File: config.mk
export PLATFORM = sky130hd
export DESIGN_NAME = oled_row_seq
export DESIGN_NICKNAME = d
export VERILOG_FILES = /design/src/rtl/oled_seq_pkg.sv /design/src/rtl/oled_phase_ctr.sv /design/src/rtl/oled_row_track.sv /design/src/rtl/oled_wave_gen.sv /design/src/rtl/oled_row_seq.sv
export SDC_FILE = /design/constraint.sdc
export NUM_CORES = 1
export LEC_CHECK = 0
export BUFFER_PORTS_ARGS = -buffer_cell sky130_fd_sc_hd__buf_4
export CORE_MARGIN = 3
export CORE_UTILIZATION = 35
export CTS_CLUSTER_SIZE = 28
export DETAILED_ROUTE_END_ITERATION = 7
export HOLD_SLACK_MARGIN = 0.06
export SYNTH_ARGS = -nofsm -noshare
export SYNTH_HDL_FRONTEND = slang
export SYNTH_SLANG_ARGS = --single-unit
File: constraint.sdc
create_clock -name clk -period 2.05 [get_ports clk]
set_clock_uncertainty 0.05 [all_clocks]
set_input_delay 0.41 -clock clk [delete_from_list [all_inputs] [get_ports clk]]
set_output_delay 0.41 -clock clk [all_outputs]
set_load 0.01 [all_outputs]
File: src/rtl/oled_seq_pkg.sv
package oled_seq_pkg;

  // Position p lies in the half-open window [lo, hi).
  function automatic logic in_win(input int unsigned p, input int unsigned lo,
                                  input int unsigned hi);
    return (p >= lo) && (p < hi);
  endfunction

  // Index of each set in the per-parity vectors.
  localparam int unsigned SET_EVEN = 0;
  localparam int unsigned SET_ODD  = 1;

endpackage

File: src/rtl/oled_phase_ctr.sv
module oled_phase_ctr #(
  parameter int unsigned ROW_CYC = 3962,
  localparam int unsigned PW = $clog2(ROW_CYC + 1)
) (
  input  logic          clk,
  input  logic          rst_n,
  input  logic          restart,
  output logic [PW-1:0] pos,
  output logic          live
);

  localparam logic [PW-1:0] IDLE_POS = PW'(ROW_CYC);

  logic [PW-1:0] cnt_q, cnt_d;
  logic          cnt_en;

  assign live   = (cnt_q != IDLE_POS);
  assign cnt_en = restart || live;

  always_comb begin
    if (restart) cnt_d = '0;
    else         cnt_d = cnt_q + PW'(1);
  end

  always_ff @(posedge clk or negedge rst_n) begin
    if (!rst_n)      cnt_q <= IDLE_POS;
    else if (cnt_en) cnt_q <= cnt_d;
  end

  assign pos = cnt_q;

endmodule

File: src/rtl/oled_row_track.sv
module oled_row_track #(
  parameter int unsigned NUM_ROWS = 240,
  localparam int unsigned RW = $clog2(NUM_ROWS + 1)
) (
  input  logic clk,
  input  logic rst_n,
  input  logic frame_start,
  input  logic row_strobe,
  output logic restart,
  output logic row_odd,
  output logic first
);

  logic          armed_q, armed_d, run_q, run_d, first_q, first_d;
  logic [RW-1:0] row_q, row_d;
  logic          armed_eff;

  assign armed_eff = armed_q || frame_start;
  assign restart   = row_strobe && (armed_eff || run_q);

  always_comb begin
    armed_d = armed_eff;
    run_d   = run_q;
    first_d = first_q;
    row_d   = row_q;
    if (row_strobe && armed_eff) begin
      armed_d = 1'b0;
      run_d   = 1'b1;
      first_d = 1'b1;
      row_d   = RW'(1);
    end else if (row_strobe && run_q) begin
      first_d = 1'b0;
      row_d   = (row_q == RW'(NUM_ROWS)) ? RW'(1) : row_q + RW'(1);
    end
  end

  always_ff @(posedge clk or negedge rst_n) begin
    if (!rst_n) begin
      armed_q <= 1'b0;
      run_q   <= 1'b0;
      first_q <= 1'b0;
      row_q   <= RW'(1);
    end else begin
      armed_q <= armed_d;
      run_q   <= run_d;
      first_q <= first_d;
      row_q   <= row_d;
    end
  end

  assign row_odd = row_q[0];
  assign first   = first_q;

endmodule

File: src/rtl/oled_wave_gen.sv
module oled_wave_gen
  import oled_seq_pkg::*;
#(
  parameter int unsigned PW        = 12,
  parameter int unsigned SEL_ON    = 100,
  parameter int unsigned SEL_OFF   = 3900,
  parameter int unsigned AZ_ON     = 200,
  parameter int unsigned AZ_OFF    = 1300,
  parameter int unsigned AZB_ON    = 150,
  parameter int unsigned AZB_OFF   = 1400,
  parameter int unsigned BLK_ON    = 1600,
  parameter int unsigned BLK_OFF   = 2000,
  parameter int unsigned DRST_ON   = 1600,
  parameter int unsigned DRST_OFF  = 2000,
  parameter int unsigned DODD_ON   = 2100,
  parameter int unsigned DODD_OFF  = 2900,
  parameter int unsigned DEVN_ON   = 3000,
  parameter int unsigned DEVN_OFF  = 3800,
  parameter int unsigned SCK_HI    = 1981
) (
  input  logic          clk,
  input  logic          rst_n,
  input  logic [PW-1:0] pos,
  input  logic          live,
  input  logic          row_odd,
  input  logic          first,
  output logic [1:0]    sel,
  output logic [1:0]    az,
  output logic [1:0]    azb,
  output logic [2:0]    dstrb,
  output logic          scan_start,
  output logic          shift_clk
);

  int unsigned p;
  logic w_sel, w_az, w_azb, w_blk, w_sck;
  logic [1:0] sel_d, az_d, azb_d;
  logic [2:0] dstrb_d;
  logic       scan_d, sck_d;

  assign p     = 32'(pos);
  assign w_sel = in_win(p, SEL_ON, SEL_OFF);
  assign w_az  = in_win(p, AZ_ON, AZ_OFF);
  assign w_azb = in_win(p, AZB_ON, AZB_OFF);
  assign w_blk = in_win(p, BLK_ON, BLK_OFF);
  assign w_sck = in_win(p, 0, SCK_HI);

  for (genvar s = 0; s < 2; s++) begin : g_set
    logic prog_s, blank_s;
    assign prog_s   = live && (row_odd == (s == SET_ODD));
    assign blank_s  = live && (row_odd != (s == SET_ODD));
    assign sel_d[s] = (prog_s && w_sel) || (blank_s && w_blk);
    assign az_d[s]  = prog_s && w_az;
    assign azb_d[s] = !(prog_s && w_azb);
  end

  always_comb begin
    dstrb_d[0] = live && in_win(p, DRST_ON, DRST_OFF);
    dstrb_d[1] = live && in_win(p, DODD_ON, DODD_OFF);
    dstrb_d[2] = live && in_win(p, DEVN_ON, DEVN_OFF);
    scan_d     = live && first;
    sck_d      = live && w_sck;
  end

  always_ff @(posedge clk or negedge rst_n) begin
    if (!rst_n) begin
      sel        <= '0;
      az         <= '0;
      azb        <= '1;
      dstrb      <= '0;
      scan_start <= 1'b0;
      shift_clk  <= 1'b0;
    end else begin
      sel        <= sel_d;
      az         <= az_d;
      azb        <= azb_d;
      dstrb      <= dstrb_d;
      scan_start <= scan_d;
      shift_clk  <= sck_d;
    end
  end

endmodule

File: src/rtl/oled_row_seq.sv
module oled_row_seq #(
  parameter int unsigned NUM_ROWS = 240,
  parameter int unsigned AZ_CYC   = 1500,
  parameter int unsigned DATA_CYC = 2462,
  parameter int unsigned SEL_ON   = 100,
  parameter int unsigned SEL_OFF  = 3900,
  parameter int unsigned AZ_ON    = 200,
  parameter int unsigned AZ_OFF   = 1300,
  parameter int unsigned AZB_ON   = 150,
  parameter int unsigned AZB_OFF  = 1400,
  parameter int unsigned BLK_ON   = 100,
  parameter int unsigned BLK_OFF  = 500,
  parameter int unsigned DRST_ON  = 100,
  parameter int unsigned DRST_OFF = 500,
  parameter int unsigned DODD_ON  = 600,
  parameter int unsigned DODD_OFF = 1400,
  parameter int unsigned DEVN_ON  = 1500,
  parameter int unsigned DEVN_OFF = 2300,
  parameter int unsigned SCK_HI   = 1981
) (
  input  logic clk,
  input  logic rst_n,
  input  logic frame_start,
  input  logic row_strobe,
  output logic sel_odd,
  output logic sel_even,
  output logic az_odd,
  output logic az_even,
  output logic azb_odd,
  output logic azb_even,
  output logic data_rst,
  output logic data_odd,
  output logic data_even,
  output logic scan_start,
  output logic shift_clk
);

  localparam int unsigned ROW_CYC = AZ_CYC + DATA_CYC;
  localparam int unsigned PW      = $clog2(ROW_CYC + 1);

  logic          restart, row_odd, first, live;
  logic [PW-1:0] pos;
  logic [1:0]    sel, az, azb;
  logic [2:0]    dstrb;

  oled_row_track #(.NUM_ROWS(NUM_ROWS)) u_track (
    .clk(clk), .rst_n(rst_n), .frame_start(frame_start), .row_strobe(row_strobe),
    .restart(restart), .row_odd(row_odd), .first(first)
  );

  oled_phase_ctr #(.ROW_CYC(ROW_CYC)) u_ctr (
    .clk(clk), .rst_n(rst_n), .restart(restart), .pos(pos), .live(live)
  );

  oled_wave_gen #(
    .PW(PW),
    .SEL_ON(SEL_ON), .SEL_OFF(SEL_OFF),
    .AZ_ON(AZ_ON), .AZ_OFF(AZ_OFF),
    .AZB_ON(AZB_ON), .AZB_OFF(AZB_OFF),
    .BLK_ON(AZ_CYC + BLK_ON), .BLK_OFF(AZ_CYC + BLK_OFF),
    .DRST_ON(AZ_CYC + DRST_ON), .DRST_OFF(AZ_CYC + DRST_OFF),
    .DODD_ON(AZ_CYC + DODD_ON), .DODD_OFF(AZ_CYC + DODD_OFF),
    .DEVN_ON(AZ_CYC + DEVN_ON), .DEVN_OFF(AZ_CYC + DEVN_OFF),
    .SCK_HI(SCK_HI)
  ) u_wave (
    .clk(clk), .rst_n(rst_n), .pos(pos), .live(live), .row_odd(row_odd),
    .first(first), .sel(sel), .az(az), .azb(azb), .dstrb(dstrb),
    .scan_start(scan_start), .shift_clk(shift_clk)
  );

  assign sel_odd   = sel[1];
  assign sel_even  = sel[0];
  assign az_odd    = az[1];
  assign az_even   = az[0];
  assign azb_odd   = azb[1];
  assign azb_even  = azb[0];
  assign data_rst  = dstrb[0];
  assign data_odd  = dstrb[1];
  assign data_even = dstrb[2];

endmodule

Word level (Yosys, flattened, before mapping)
Cells that the tools add are included.

operators by class
  bitwise gates (word level) = 1
  reductions and logical operators = 33
  muxes and demuxes = 7
  equal/unequal tests = 2
  $lt $le $gt $ge = 14
  add/subtract/negate cells = 2

operators by type and width
  operator                                                                               count
  12-bit by 11-bit less-than comparator with 1-bit output, second input constant         4
  12-bit less-than comparator, second input constant                                     3
  1-bit logical AND                                                                      25
  12-bit greater-or-equal comparator, second input constant                              2
  12-bit by 8-bit greater-or-equal comparator with 1-bit output, second input constant   2
  8-bit two-way mux                                                                      3
  12-bit by 1-bit adder with 12-bit output, second input constant                        1
  12-bit by 1-bit greater-or-equal comparator with 1-bit output, second input constant   1
  12-bit by 11-bit greater-or-equal comparator with 1-bit output, second input constant  1
  12-bit by 7-bit greater-or-equal comparator with 1-bit output, second input constant   1
  12-bit two-way mux                                                                     1
  12-bit inequality test, second input constant                                          1
  8-bit by 1-bit adder with 8-bit output, second input constant                          1
  8-bit == test, second input constant                                                   1
  1-bit logical OR                                                                       5
  1-bit two-way mux                                                                      3
  1-bit zero test                                                                        2
  2-bit nonzero test                                                                     1
  1-bit NOT                                                                              1

storage, ports and cells
  word-level logic and storage cells = 70
  register bits = 34
  bits of input ports = 4

Logic depth before layout (Yosys ltp)
  word-level depth = 4
  mapped depth = 6

By module
Synthesis repeated with hierarchy kept, for this count alone.

second synthesis, totals
  cells, all modules = 193
  area, all modules = 1890.6 µm²

by module, submodules not included
  module          cells each  area an instance (µm²)  times used
  oled_wave_gen   72          664.4                   1
  oled_phase_ctr  66          633.1                   1
  oled_row_track  55          593.1                   1

Worst setup path after synthesis
No wires, ideal clock.

  kind = reg2reg
  start = register u_ctr.cnt_q[1] (netlist: u_ctr.pos[1])
  end = register u_wave.sel[0]
  buffers on the path = 0
  path slack = 0.391 ns
  data required time = 1.875 ns
  arrival time = 1.484 ns
  clock period less this slack = 1.659 ns
  stages on the path, launching flop included = 7
  cell sequence = dfstp_2 -> inv_1 -> ha_1 -> and3b_1 -> a2bb2oi_2 -> o41ai_4 -> mux2_2

between the ends
  longest elaborated chain between the ends = 4

RTL lines
  item                                                                                   line                                                         text
  from (decl)                                                                            oled_phase_ctr.sv:14                                         logic [PW-1:0] cnt_q, cnt_d;
  from (signal assigned)                                                                 oled_phase_ctr.sv:27                                         else if (cnt_en) cnt_q <= cnt_d;
  12-bit by 7-bit greater-or-equal comparator with 1-bit output (tied with other cells)  oled_seq_pkg.sv:6                                            return (p >= lo) && (p < hi);
  1-bit logical AND (on tied branches)                                                   oled_seq_pkg.sv:6, oled_wave_gen.sv:50, oled_wave_gen.sv:51
  1-bit logical AND                                                                      oled_wave_gen.sv:52                                          assign sel_d[s] = (prog_s && w_sel) || (blank_s && w_blk);
  1-bit logical OR (*)                                                                   oled_wave_gen.sv:52
  via u_wave.sel_d[0]                                                                    oled_wave_gen.sv:37                                          logic [1:0] sel_d, az_d, azb_d;
  to (signal assigned)                                                                   oled_wave_gen.sv:74                                          sel <= sel_d;
  to (decl)                                                                              oled_wave_gen.sv:27                                          output logic [1:0] sel,

The timed path passes the listed nets; every way through them passes the cells marked *.
A chain may end at the register's enable or synchronous reset.

Worst setup path after layout
  start = register u_ctr.cnt_q[1] (netlist: u_ctr.pos[1])
  end = register u_wave.sel[1]

Same word-level chain as after synthesis.

==> results.ini <==
[timing]
fin_crit_ns=1.77
max_slew.worst_pin.slew_ns=0.537
fin_tns_setup_ns=0
final_critical_path_setup_slack_ns=0.283
timing_max_transition_violations_final=0
finish_stage_setup_viols=0
achievable-frequency_ghz=0.566
timing.slew.headroom_pct=64.1
final.period_utilization_pct=86.2
grt_setup_unrepaired=false
final-hold-violation-count=0

[place]
place.gp.congestion=0.856
minimum_setup_slack_after_placement_ns=0.296
post-place-cells=270
port-buffer-count=14
placed_area_um2=2100
dp_hpwl_mm=2.77

[synthesis]
synth-async-reset-ratio_pct=100
synth_top_cell_by_area=sky130_fd_sc_hd__dfrtp_1
ys.flop_type=sky130_fd_sc_hd__dfrtp_1
synth_unique_cells=52
synth_enable_flop_cells=0
synth-seq-cells=34
yosys-top-cells-area=sky130_fd_sc_hd__dfrtp_1 28%, sky130_fd_sc_hd__dfstp_2 16%, sky130_fd_sc_hd__xnor2_1 6.3%
syn-mean-instance-area_um2=10.1
netlist_area_um2=1950
ys.warnings.count=0
list_of_most_frequent_post_synthesis_cells=27 x sky130_fd_sc_hd__nor2_1, 22 x sky130_fd_sc_hd__dfrtp_1, 14 x sky130_fd_sc_hd__xnor2_1, 13 x sky130_fd_sc_hd__nand2_1, 12 x sky130_fd_sc_hd__dfstp_2
yosysMostFrequentCell=sky130_fd_sc_hd__nor2_1
postSynthNetCount=203
yosys.area.top_type_share_pct=28.2
post_synth_inst_count=193
sequential_fraction_of_the_synthesis_area_pct=44.3

[floorplanning]
floorplan.io_pins=15
chipHeight_um=80.7
initial_core_utilization_pct=37.3
num_rows=26
die_outline_area_um2=6520
die-width_um=80.7
placeableCoreArea_um2=5240

[detailed_routing]
detailedRoute.firstPassIterationCount=4
routed_wl_per_cell_um=13.9
number_of_antenna_violating_nets_in_the_routed_design=0
routed_wl_mm=3.88
starting_drc_count_in_detailed_routing=138
viasPerCell=5.18
detailroute.via_count=1444
drc=0

[final_layout]
syn_to_final_growth_pct=12.7
final.fill_count=518
multiInputGateArea_um2=980
num_antenna_cells=0
nets=218
final_cells=279
ff_latch_area_um2=866
post_route_cells_drive_above_1_share_pct=26.3
finalInstanceArea_um2=2200

[power_and_ir_drop]
vdd.ir_drop.worst_mv=0.281
leakagePower_nw=0.863
p_total_mw=1.37
power_per_cell_area_nw_per_um2=624

[grt]
number_of_global_route_vias_before_repair=1428
initial_antenna_violation_count=0
grt_first_pass_wirelength_mm=6.82
globalRoute.totalOverflow=0
grt_use_total_pct=13.6
grt_max_degree=35

[clock_network]
cts_resized=0
tritoncts=built
worstSkewPairLatency_ns=0.29
cts_htree_levels=2
largest_buffer_count_on_any_clock_path=2
clock_sink_count=34
cts.reportedPaths.clkPinSlew_ns=0.07
postCtsSetupRepairBufs=0
hold_buffers=1
cts_buffer_count=5
clockRootBuffer=sky130_fd_sc_hd__clkbuf_8

[min_path]
min-delay-path-class=input port to register

[setup_path]
critPathArrivalTime_ns=1.89
worstSetupPathType=register to register
critPathRequiredTime_ns=2.17
critical_path.endpoint_type=register
crit_path_start_kind=register
critPathMaxFanout=7

[outcome]
outcome=finished clean

[run]
max_cap_viol_count=0

==> layout make-up <==
class,instances,area share (%)
sequential,34,39.3
tap,70,3.98
multi-input combinational,140,44.5
timing repair buffer,19,6.59
inverter,8,1.36
clock inverter,2,0.568
clock buffer,6,3.75
==> sequential cells by signal, indices dropped and copies added (netlist names) <==
| register | cells |
|---|---|
| u_track.armed_q | 1 |
| u_wave.az | 2 |
| u_wave.shift_clk | 1 |
| u_wave.azb | 2 |
| u_wave.scan_start | 1 |
| u_ctr.pos | 12 |
| u_wave.dstrb | 3 |
| u_track.first | 1 |
| u_track.row_q | 8 |
| u_wave.sel | 2 |
| u_track.run_q | 1 |
==> through the flow <==
stage | hold WS (ns) | util, %
after floorplan | 0.0644 | -
after global placement | 0.336 | 40.1
after detailed placement | 0.340 | 40.1
after CTS | 0.270 | 42.1
after global routing | 0.274 | 42.1
final | 0.275 | 42.1
==> routing by layer <==
layer	part of all wire, %	global-route usage (%)	routed length, µm	vias to the layer above
met5	0	0	0	-
met4	2.4	5.07	94	0
met3	4.4	3.36	171	10
met2	44	19.8	1690	35
met1	50	19.4	1920	696
li1	-	-	-	703
==> cell families (layout without fill, tap and decap cells) <==
kind of cell | count (synthesis) | in the layout | synth area share, %
AO/OA/AOI/OAI | 30 | 30 | 12.0
XOR/XNOR | 16 | 16 | 7.17
adder cells (fa/ha/maj) | 6 | 6 | 3.84
buffers and inverters | 19 | 35 | 5.57
flip-flops | 34 | 34 | 44.3
multiplexers | 3 | 3 | 1.66
AND/OR/NAND/NOR | 85 | 85 | 25.5
==> critical path, cell delays in order (launching register included) <==
cell	delay (ns)
sky130_fd_sc_hd__dfstp_2	0.60
sky130_fd_sc_hd__inv_1	0.08
sky130_fd_sc_hd__ha_1	0.18
sky130_fd_sc_hd__and3b_1	0.18
sky130_fd_sc_hd__a2bb2oi_2	0.19
sky130_fd_sc_hd__o41ai_4	0.11
sky130_fd_sc_hd__mux2_2	0.27
==> layout by cell type (no fill, tap or decap), types with 2 or more instances in the layout <==
master / instances
sky130_fd_sc_hd__or3_1: 2
sky130_fd_sc_hd__xnor2_1: 14
sky130_fd_sc_hd__nand4_2: 2
sky130_fd_sc_hd__nor2_1: 27
sky130_fd_sc_hd__nand2b_1: 2
sky130_fd_sc_hd__nor3_1: 9
sky130_fd_sc_hd__a21o_1: 2
sky130_fd_sc_hd__clkbuf_8: 6
sky130_fd_sc_hd__o21ai_1: 3
sky130_fd_sc_hd__inv_1: 8
sky130_fd_sc_hd__nor4_2: 3
sky130_fd_sc_hd__dfrtp_1: 22
sky130_fd_sc_hd__nand2_1: 13
sky130_fd_sc_hd__o22ai_1: 2
sky130_fd_sc_hd__xor2_1: 2
sky130_fd_sc_hd__o21ai_0: 3
sky130_fd_sc_hd__buf_4: 18
sky130_fd_sc_hd__mux2_2: 2
sky130_fd_sc_hd__nor3b_1: 2
sky130_fd_sc_hd__ha_1: 6
sky130_fd_sc_hd__nand3_1: 6
sky130_fd_sc_hd__dfstp_2: 12
sky130_fd_sc_hd__a21oi_1: 8
sky130_fd_sc_hd__nand4_1: 6
==> where the power goes <==
group | switching [mW] | leakage [nW] | internal [mW] | total (mW)
Sequential | 0.0315 | 0.412 | 0.701 | 0.732
Clock | 0.254 | 0.0472 | 0.270 | 0.524
Combinational | 0.0719 | 0.404 | 0.0467 | 0.119
Total | 0.357 | 0.863 | 1.02 | 1.37
==> path summary, 6_finish.rpt <==
path,startpoint,end,slack (ns),cells after the start
setup / recovery,u_ctr.pos[1],u_wave.sel[1],0.28,6
hold / removal,row_strobe,u_track.armed_q,0.27,2
setup reg to reg,u_ctr.pos[1],u_wave.sel[1],0.28,6
hold reg to reg,u_track.first,u_track.first,0.44,1
max in group asynchronous,rst_n,u_wave.azb[1],1.05,2
min in group asynchronous,rst_n,u_wave.shift_clk,0.55,2
No activity file was read; power rests on OpenSTA's default activity.
